<file path="config.mk">
export PLATFORM = sky130hd
export DESIGN_NAME = bts_unit
export DESIGN_NICKNAME = d
export VERILOG_FILES = /design/src/rtl/bts_pkg.sv /design/src/rtl/bts_sig_reg.sv /design/src/rtl/bts_pat_gen.sv /design/src/rtl/bts_pin_drive.sv /design/src/rtl/bts_unit.sv
export SDC_FILE = /design/constraint.sdc
export NUM_CORES = 1
export LEC_CHECK = 0
export BUFFER_PORTS_ARGS = -buffer_cell sky130_fd_sc_hd__buf_2
export CAP_MARGIN = 20
export CORE_MARGIN = 1
export CORE_UTILIZATION = 40
export CTS_CLUSTER_DIAMETER = 100
export CTS_CLUSTER_SIZE = 14
export DETAILED_ROUTE_END_ITERATION = 10
export GPL_TIMING_DRIVEN = 0
export PLACE_DENSITY = 0.71
export SLEW_MARGIN = 30
export SYNTH_ARGS = -nofsm -noshare
export SYNTH_HDL_FRONTEND = slang
export SYNTH_SLANG_ARGS = --single-unit
</file>
<file path="constraint.sdc">
create_clock -name clk -period 1.5 [get_ports clk]
set_clock_uncertainty 0.05 [all_clocks]
set_input_delay 0.3 -clock clk [delete_from_list [all_inputs] [get_ports clk]]
set_output_delay 0.3 -clock clk [all_outputs]
set_load 0.05 [all_outputs]
</file>
<file path="src/rtl/bts_pkg.sv">
package bts_pkg;
  typedef enum logic [2:0] {
    M_HOLD      = 3'd0,
    M_PSA       = 3'd1,
    M_PRPG      = 3'd2,
    M_TOGGLE    = 3'd3,
    M_COUNT     = 3'd4,
    M_PSA_COUNT = 3'd5
  } bts_mode_e;

  function automatic logic mode_compacts(input logic [2:0] m);
    return (m == M_PSA) || (m == M_PSA_COUNT);
  endfunction

  function automatic logic mode_counts(input logic [2:0] m);
    return (m == M_COUNT) || (m == M_PSA_COUNT);
  endfunction
endpackage

</file>
<file path="src/rtl/bts_sig_reg.sv">
module bts_sig_reg #(
  parameter int unsigned W    = 8,
  parameter logic [W-1:0] TAPS = 8'hB8
) (
  input  logic         clk,
  input  logic         rst_n,
  input  logic         step,
  input  logic [2:0]   mode,
  input  logic         seed_ld,
  input  logic [W-1:0] seed,
  input  logic [W-1:0] samp,
  input  logic [W-1:0] mask,
  output logic [W-1:0] sig
);
  import bts_pkg::*;

  function automatic logic [W-1:0] shift_poly(input logic [W-1:0] s);
    return (s >> 1) ^ (s[0] ? TAPS : '0);
  endfunction

  logic psa_adv;
  logic cap_adv;
  logic [W-1:0] folded;

  assign psa_adv = step && !seed_ld && mode_compacts(mode);
  assign cap_adv = step && !seed_ld && (mode == M_TOGGLE);
  assign folded  = samp & ~mask;

  always_ff @(posedge clk or negedge rst_n) begin
    if (!rst_n)       sig <= '0;
    else if (seed_ld) sig <= seed;
    else if (psa_adv) sig <= shift_poly(sig) ^ folded;
    else if (cap_adv) sig <= samp;
  end

  p_seed_r2: assert property (@(posedge clk) disable iff (!rst_n)
    seed_ld |=> sig == $past(seed));
  p_hold_r3: assert property (@(posedge clk) disable iff (!rst_n)
    (!step && !seed_ld) |=> $stable(sig));
  p_full_mask_r5: assert property (@(posedge clk) disable iff (!rst_n)
    (psa_adv && (mask == '1)) |=> sig == shift_poly($past(sig)));
  p_sig_idle_r6: assert property (@(posedge clk) disable iff (!rst_n)
    (step && !seed_ld && (mode == M_PRPG || mode == M_COUNT)) |=> $stable(sig));
endmodule

</file>
<file path="src/rtl/bts_pat_gen.sv">
module bts_pat_gen #(
  parameter int unsigned W    = 8,
  parameter logic [W-1:0] TAPS = 8'hB8
) (
  input  logic         clk,
  input  logic         rst_n,
  input  logic         step,
  input  logic [2:0]   mode,
  input  logic         seed_ld,
  input  logic [W-1:0] seed,
  output logic [W-1:0] pat
);
  import bts_pkg::*;

  function automatic logic [W-1:0] shift_poly(input logic [W-1:0] s);
    return (s >> 1) ^ (s[0] ? TAPS : '0);
  endfunction

  logic prpg_adv;
  logic tog_adv;
  logic cnt_adv;

  assign prpg_adv = step && !seed_ld && (mode == M_PRPG);
  assign tog_adv  = step && !seed_ld && (mode == M_TOGGLE);
  assign cnt_adv  = step && !seed_ld && mode_counts(mode);

  always_ff @(posedge clk or negedge rst_n) begin
    if (!rst_n)        pat <= '0;
    else if (seed_ld)  pat <= seed;
    else if (prpg_adv) pat <= shift_poly(pat);
    else if (tog_adv)  pat <= ~pat;
    else if (cnt_adv)  pat <= pat + 1'b1;
  end

  p_prpg_nonzero_r6: assert property (@(posedge clk) disable iff (!rst_n)
    (prpg_adv && pat != '0) |=> pat != '0);
  p_toggle_r7: assert property (@(posedge clk) disable iff (!rst_n)
    tog_adv |=> (pat ^ $past(pat)) == '1);
  p_count_wrap_r8: assert property (@(posedge clk) disable iff (!rst_n)
    (cnt_adv && pat == '1) |=> pat == '0);
  p_hold_mode_r11: assert property (@(posedge clk) disable iff (!rst_n)
    (step && !seed_ld && (mode == M_HOLD || mode > M_PSA_COUNT)) |=> $stable(pat));
endmodule

</file>
<file path="src/rtl/bts_pin_drive.sv">
module bts_pin_drive #(
  parameter int unsigned W = 8
) (
  input  logic         clk,
  input  logic         rst_n,
  input  logic         a_to_b,
  input  logic [W-1:0] pat,
  output logic [W-1:0] drv_a,
  output logic [W-1:0] drv_b
);
  always_ff @(negedge clk or negedge rst_n) begin
    if (!rst_n) begin
      drv_a <= '0;
      drv_b <= '0;
    end else if (a_to_b) begin
      drv_b <= pat;
    end else begin
      drv_a <= pat;
    end
  end

  p_side_a_quiet_r10: assert property (@(posedge clk) disable iff (!rst_n)
    (a_to_b && $past(a_to_b)) |-> $stable(drv_a));
  p_side_b_quiet_r10: assert property (@(posedge clk) disable iff (!rst_n)
    (!a_to_b && !$past(a_to_b)) |-> $stable(drv_b));
endmodule

</file>
<file path="src/rtl/bts_unit.sv">
module bts_unit #(
  parameter int unsigned W    = 8,
  parameter logic [W-1:0] TAPS = 8'hB8
) (
  input  logic         clk,
  input  logic         rst_n,
  input  logic         step,
  input  logic [2:0]   mode,
  input  logic         a_to_b,
  input  logic         seed_ld,
  input  logic [W-1:0] seed_sig,
  input  logic [W-1:0] seed_pat,
  input  logic [W-1:0] samp_a,
  input  logic [W-1:0] samp_b,
  input  logic [W-1:0] mask,
  output logic [W-1:0] drv_a,
  output logic [W-1:0] drv_b,
  output logic [W-1:0] signature
);
  logic [W-1:0] samp_sel;
  logic [W-1:0] pat;

  assign samp_sel = a_to_b ? samp_a : samp_b;

  bts_sig_reg #(.W(W), .TAPS(TAPS)) u_sig (
    .clk(clk), .rst_n(rst_n), .step(step), .mode(mode), .seed_ld(seed_ld),
    .seed(seed_sig), .samp(samp_sel), .mask(mask), .sig(signature)
  );

  bts_pat_gen #(.W(W), .TAPS(TAPS)) u_pat (
    .clk(clk), .rst_n(rst_n), .step(step), .mode(mode), .seed_ld(seed_ld),
    .seed(seed_pat), .pat(pat)
  );

  bts_pin_drive #(.W(W)) u_drv (
    .clk(clk), .rst_n(rst_n), .a_to_b(a_to_b), .pat(pat),
    .drv_a(drv_a), .drv_b(drv_b)
  );

  p_reset_zero_r1: assert property (@(posedge clk)
    !rst_n |-> (signature == '0 && pat == '0));
endmodule

</file>
==> results of run 1 <==
[path summary, 6_finish.rpt]
| check | depth (start not counted) | from | slack, ns | end |
|---|---|---|---|---|
| worst max-delay path | 1 | u_drv.drv_b[5]$_DFFE_NN0P_ | -0.49 | drv_b[5] |
| worst min-delay path | 1 | rst_n | 0.01 | u_pat.pat[4]$_DFFE_PN0P_ |
| worst max register to register | 1 | u_pat.pat[2]$_DFFE_PN0P_ | -0.27 | u_drv.drv_b[2]$_DFFE_NN0P_ |
| worst min register to register | 2 | u_drv.drv_a[7]$_DFFE_NN0N_ | 0.41 | u_drv.drv_a[7]$_DFFE_NN0N_ |
| max in group asynchronous | 1 | rst_n | 0.27 | u_drv.drv_b[7]$_DFFE_NN0P_ |
| min in group clk | 3 | seed_pat[0] | 0.19 | u_pat.pat[0]$_DFFE_PN0P_ |
[sequential cells by signal (all words and copies together) (netlist names)]
signal,cells
u_pat.pat,8
u_sig.sig,8
u_drv.drv_b,8
u_drv.drv_a,8
[placed cells by master, fill, tap and decap left out, drive strengths merged, types with 4 or more instances in the layout]
cell	instances
a21oi	7
a221o	6
a31oi	7
buf	102
clkbuf	8
dfrtn	16
dfrtp	16
inv	8
mux2	12
mux2i	10
nand2	22
nand2b	11
nand3	10
nor2	10
o21ai	13
o22ai	4
xnor2	5
[power by group through the flow]
| stage | combinational, W | sequential (W) | clock [W] |
|---|---|---|---|
| finish | 0.00134 | 0.00113 | 0.000832 |
| global route | 0.00142 | 0.00115 | 0.000894 |
| CTS | 0.00123 | 0.00112 | 0.000842 |
| detailed placement | 0.00103 | 0.00112 | 0 |
| global placement | 0.00101 | 0.00111 | 0 |
| floorplan | 0.000401 | 0.00146 | 0 |
[final cells by class]
class	count	share of cell area (%)
Tap cell	67	2.77
Multi-Input combinational cell	163	40.6
Clock buffer	5	2.28
Buffer	14	4.76
Sequential cell	32	26.7
Inverter	7	0.869
Timing Repair Buffer	91	20.7
Clock inverter	3	1.37
[repair_timing]
item | in CTS | in global routing
pin swaps | 3 | 6
setup endpoints to repair | 34 | 41
gates resized for setup | 47 | 15
buffers inserted | 14 | 9
[through the flow]
stage / std cells / utilization, % / hold WS (ns)
2_1_floorplan: 217 / - / -0.0456
3_3_place_gp: 352 / 52.5 / 0.342
3_5_place_dp: 352 / 52.5 / 0.346
4_1_cts: 373 / 60.0 / 0.0353
5_1_grt: 382 / 62.8 / 0.0739
6_report: 382 / 62.8 / 0.0134
[metal layers]
metal	global-route usage (%)	vias up
met1	30.7	1023
met5	0	-
met3	3.59	8
li1	-	1004
met2	37.0	69
met4	7.63	0
[cells by family after synthesis]
kind of cell / Yosys count
buffers and inverters: 22
DFF: 32
AOI/OAI and AO/OA: 55
and+or+nand+nor: 78
adders and majority gates: 1
muxes: 22
xor gates and xnor gates: 7
==> results_dict.tcl, run 1 <==
set metrics [dict create \
    timing.final.hold_violations 0 \
    switchingPower_w 0.00121 \
    synth_top_cells_by_area "sky130_fd_sc_hd__dfrtn_1 (20%), sky130_fd_sc_hd__dfrtp_1 (20%), sky130_fd_sc_hd__mux2_1 (6.7%)" \
    gp_routability_congestion 0.869 \
    cts.htree.levels 2 \
    synth_enable_flop_cells 0 \
    die_area_um2 5360 \
    drtPass1Iterations 4 \
    avgViaCountPerCell 5.51 \
    largest_driver_fanout_on_the_critical_path 2 \
    effective_utilization_at_floorplan_pct 42.1 \
    place_area_um2 2530 \
    async_reset_ff_share_pct 100 \
    wire_per_inst_um 15.4 \
    power.ir.vdd_worst_v 0.000716 \
    powerDensity_nw_per_um2 1090 \
    synth-xor-area-share_pct 3.02 \
    ys_ff_latch 32 \
    drt-total-wl_mm 5.88 \
    synth.yosys.warnings 0 \
    p_int_w 0.00209 \
    stdcell_area_um2 3020 \
    run_status "complete, but fails checks" \
    crit_path_cell_trace "buf_6" \
    wl_met3_um 305 \
    fp.dieH_um 73.2 \
    synth.most_common_cell "sky130_fd_sc_hd__nand2_1" \
    slowest_stage "sky130_fd_sc_hd__dfrtn_1" \
    synth_adder_area_share_pct 0.617 \
    drc_errors 0 \
    pin_count_of_the_biggest_net_entering_global_routing 33 \
    antenna_cells 0 \
    post_syn_instances 217 \
    die_w_um 73.2 \
    final-max-slew-violation-count 0 \
    rows 25 \
    clockPowerShare_pct 25.2 \
    gr-usage-all-layers_pct 22.8 \
    worst_setup_hold_path_clk_slew_ns 0.07 \
    end_kind "output port" \
    power_frac_seq_pct 34.3 \
    dr.first_iter.drc_count 195 \
    antenna_violations_before_repair 0 \
    muxShareOfSynthArea_pct 11.6 \
    critPathMaxStageDelay_ns 0.43 \
    nFillCells 437 \
    route.antenna.remaining_nets 0 \
    share_comb_of_total_power_pct 40.5 \
    fin_setup_tns_ns -10.76 \
    cp_data_required_time_ns 1.15 \
    detailroute.wirelength.met2_mm 2.95 \
    power_switching_share_pct 36.7 \
    grt_pass1_wl_mm 9.27 \
    syn_avg_cell_area_um2 9.35 \
    violated_checks "setup timing" \
    cts-buffers-inserted 5 \
    synth_compound_area_share_pct 18.9 \
    yosys_most_used_dff "sky130_fd_sc_hd__dfrtp_1" \
    post_synth_and_or_nand_nor_area_fraction_pct 21.1 \
    post-dp-hpwl_mm 3.93 \
    setup_violations 35 \
    clock_sinks 32 \
    floorplan.io_pins 72 \
    cts_tree "yes" \
    rsz0062_at_grt "yes" \
    synth_top_area_share_pct 19.7 \
    cts-hold-fix-buffers 0 \
    grt_overflow 0 \
    ys_seq_area_share_pct 39.5 \
    later_pin_clock_latency_in_the_skew_report_ns 0.29 \
    finalWorstSetupSlack_ns -0.493 \
    synthTopCellsByCount "sky130_fd_sc_hd__nand2_1 (22), sky130_fd_sc_hd__dfrtn_1 (16), sky130_fd_sc_hd__dfrtp_1 (16)" \
    clockBufferDepth 2 \
    worst_ep_arrival_time_ns 1.64 \
    dp_worst_setup_slack_ns -0.400 \
    grt_pass1_vias 1982 \
    synth.largest_area_cell "sky130_fd_sc_hd__dfrtn_1" \
    wl_met1_mm 2.55 \
    relSlewSlack_pct 52.0 \
    leakagePower_nw 1.42 \
    maxUsedRoutingLayer "met4" \
    fin_nets 363 \
    seqCellArea_um2 806 \
    crit_buf_inv 1 \
    floorplan_core_area_um2 4820 \
    worstMarginPinSlew_ns 0.720 \
    numPortBuffers 68 \
    drv.max_cap_violation_count 0 \
    synth.net_count 266 \
    num_vias 2104 \
    total_power_w 0.00330 \
    clock-root-buffer "sky130_fd_sc_hd__clkbuf_8" \
    multiInputGateArea_um2 1230 \
    timing.setup.critical_path_class "flop to output port" \
    yosysUniqueCellTypes 48 \
    crit_family "flip-flops" \
    syn2layout_area_growth_pct 49.0 \
    startpoint_type "flop" \
    netlist_area_pre_place_um2 2030 \
    dominant_combinational_cell_family_by_area_after_synthesis "simple AND/OR/NAND/NOR gates" \
    hold_path_class "input port to asynchronous set/reset pin" \
    layout_cells_sized_above_1_pct 44.1 \
]
(Power assumes the default switching activity.)
==> run 2: changes to the inputs <==
- CTS_BUF_LIST: default -> sky130_fd_sc_hd__clkbuf_2 sky130_fd_sc_hd__clkbuf_4 sky130_fd_sc_hd__clkbuf_8
- PLACE_DENSITY: 0.71 -> 0.68
- clock period: 1.5 -> 1.89 ns (I/O delays scaled with it)
==> run 2 against run 1 <==
The run still ends with setup timing left. Via count fell by 4.6%. Non-clock buffer count fell by 3. Final area fell by 4.7%. Final cell count fell by 0.79%. Critical path depth did not move. Combinational power fell by 26%. Clock-buffer cell count did not move. Sequential share of layout area rose by 1.4 points. Power fell by 24%. Routed wire length fell by 9.5%. Register-to-register slack improved by 0.22 ns. Critical path type unchanged. Largest power group unchanged.
==> results_dict.tcl, run 2 (same netlist as run 1, synthesis figures left out) <==
set metrics [dict create \
    largest_driver_fanout_on_the_critical_path 2 \
    crit_path_cell_trace "buf_6" \
    clockBufferDepth 2 \
    clock_sinks 32 \
    clock-root-buffer "sky130_fd_sc_hd__clkbuf_8" \
    drv.max_cap_violation_count 0 \
    grt_pass1_wl_mm 8.68 \
    die_area_um2 5360 \
    grt_pass1_vias 1855 \
    floorplan.io_pins 72 \
    share_comb_of_total_power_pct 39.2 \
    fp.dieH_um 73.2 \
    run_status "complete, but fails checks" \
    grtUsageMet3_pct 4.56 \
    power_switching_share_pct 36.4 \
    rsz0062_at_grt "yes" \
    power.ir.vdd_worst_v 0.000320 \
    gp_routability_congestion 0.845 \
    drt-total-wl_mm 5.32 \
    antenna_cells 0 \
    powerDensity_nw_per_um2 876 \
    fin_nets 360 \
    startpoint_type "flop" \
    later_pin_clock_latency_in_the_skew_report_ns 0.29 \
    pin_count_of_the_biggest_net_entering_global_routing 33 \
    reg2reg_from "u_pat.pat[0]$_DFFE_PN0P_" \
    relSlewSlack_pct 53.1 \
    clockPowerShare_pct 26.1 \
    rows 25 \
    gr-usage-all-layers_pct 21.0 \
    crit_buf_inv 1 \
    worst_setup_hold_path_clk_slew_ns 0.07 \
    critPathMaxStageDelay_ns 0.44 \
    global_route.peak_usage_layer "met2" \
    multiInputGateArea_um2 1140 \
    stdcell_area_um2 2880 \
    layout_common_cells "sky130_fd_sc_hd__buf_2 (56), sky130_fd_sc_hd__nand2_1 (22), sky130_fd_sc_hd__buf_4 (22)" \
    drc_errors 0 \
    final_common_cell "sky130_fd_sc_hd__buf_2" \
    final-max-slew-violation-count 0 \
    cts.htree.levels 2 \
    global_route.usage.met2_pct 33.5 \
    place_area_um2 2500 \
    layout_cells_sized_above_1_pct 38.1 \
    hold_path_class "input port to asynchronous set/reset pin" \
    wire_per_inst_um 14.0 \
    slowest_stage "sky130_fd_sc_hd__dfrtn_1" \
    timing.setup.critical_path_class "flop to output port" \
    power_frac_seq_pct 34.7 \
    cts-buffers-inserted 5 \
    antenna_violations_before_repair 0 \
    violated_checks "setup timing" \
    cts_tree "yes" \
    utilization_pct 59.8 \
    dp_worst_setup_slack_ns -0.298 \
    use_met1_pct 27.2 \
    cp_data_required_time_ns 1.46 \
    seqCellArea_um2 808 \
    end_kind "output port" \
    nFillCells 446 \
    total_power_w 0.00252 \
    finalWorstSetupSlack_ns -0.391 \
    avgViaCountPerCell 5.30 \
    switchingPower_w 0.000918 \
    syn2layout_area_growth_pct 42.0 \
    num_vias 2008 \
    post-dp-hpwl_mm 3.81 \
    timing.final.hold_violations 0 \
    worst_ep_arrival_time_ns 1.85 \
    floorplan_core_area_um2 4820 \
    die_w_um 73.2 \
    effective_utilization_at_floorplan_pct 42.1 \
    dr.first_iter.drc_count 148 \
    grt_overflow 0 \
    route.antenna.remaining_nets 0 \
    crit_family "flip-flops" \
    worstMarginPinSlew_ns 0.704 \
    p_int_w 0.00160 \
    leakagePower_nw 1.35 \
    numPortBuffers 68 \
    drtPass1Iterations 4 \
    cp-startpoint "u_drv.drv_a[2]$_DFFE_NN0N_" \
    setup_violations 18 \
]
## run 2: worst reg2reg max path: cells and delay by family, from the launching register on
kind	cells	cell delay (ns)
buffers and inverters	1	0.14
muxes	1	0.26
DFF	1	0.39
## run 2: layout make-up
class,count,area share [%]
Multi-Input combinational cell,163,39.5
Sequential cell,32,28.1
Timing Repair Buffer,89,20.8
Buffer,13,4.08
Tap cell,67,2.91
Clock buffer,5,2.39
Clock inverter,3,1.43
Inverter,7,0.912
## run 2: per-layer routing
| layer | routed length (µm) | share of wire (%) | vias up |
|---|---|---|---|
| met1 | 2410 | 45 | 940 |
| met4 | 144 | 2.7 | 0 |
| met3 | 254 | 4.8 | 15 |
| met5 | 0 | 0 | - |
| li1 | - | - | 989 |
| met2 | 2520 | 47 | 64 |
## run 2: through the flow
step | hold WS, ns | std cells | setup TNS [ns]
floorplan | 0.0324 | 217 | -4.89
global placement | 0.375 | 352 | -5.16
detailed placement | 0.381 | 352 | -5.37
CTS | 0.125 | 373 | -5.95
global route | 0.143 | 379 | -6.31
finish | 0.0892 | 379 | -5.88
## run 2: power by group through the flow
stage               Combinational (W)  Clock, W  Sequential, W
floorplan                    0.000309         0        0.00115
global placement             0.000790         0       0.000882
detailed placement           0.000800         0       0.000886
CTS                          0.000947  0.000660       0.000879
global route                  0.00106  0.000696       0.000888
finish                       0.000990  0.000659       0.000875
## run 2: path summary, 6_finish.rpt
kind,end,slack [ns],depth (start not counted)
min in group clk,u_pat.pat[0]$_DFFE_PN0P_,0.26,3
setup / recovery,drv_a[2],-0.39,1
hold reg to reg,u_drv.drv_b[2]$_DFFE_NN0P_,0.41,1
setup reg to reg,u_drv.drv_a[0]$_DFFE_NN0N_,-0.05,2
max in group asynchronous,u_drv.drv_b[1]$_DFFE_NN0P_,0.40,1
hold / removal,u_pat.pat[2]$_DFFE_PN0P_,0.09,1
## run 2: repair_timing
item                       4_1_cts  5_1_grt
setup buffers                   14        7
resized for setup               39        4
hold endpoints to repair         0        0
hold buffers                     0        0
setup endpoints to repair       27       23
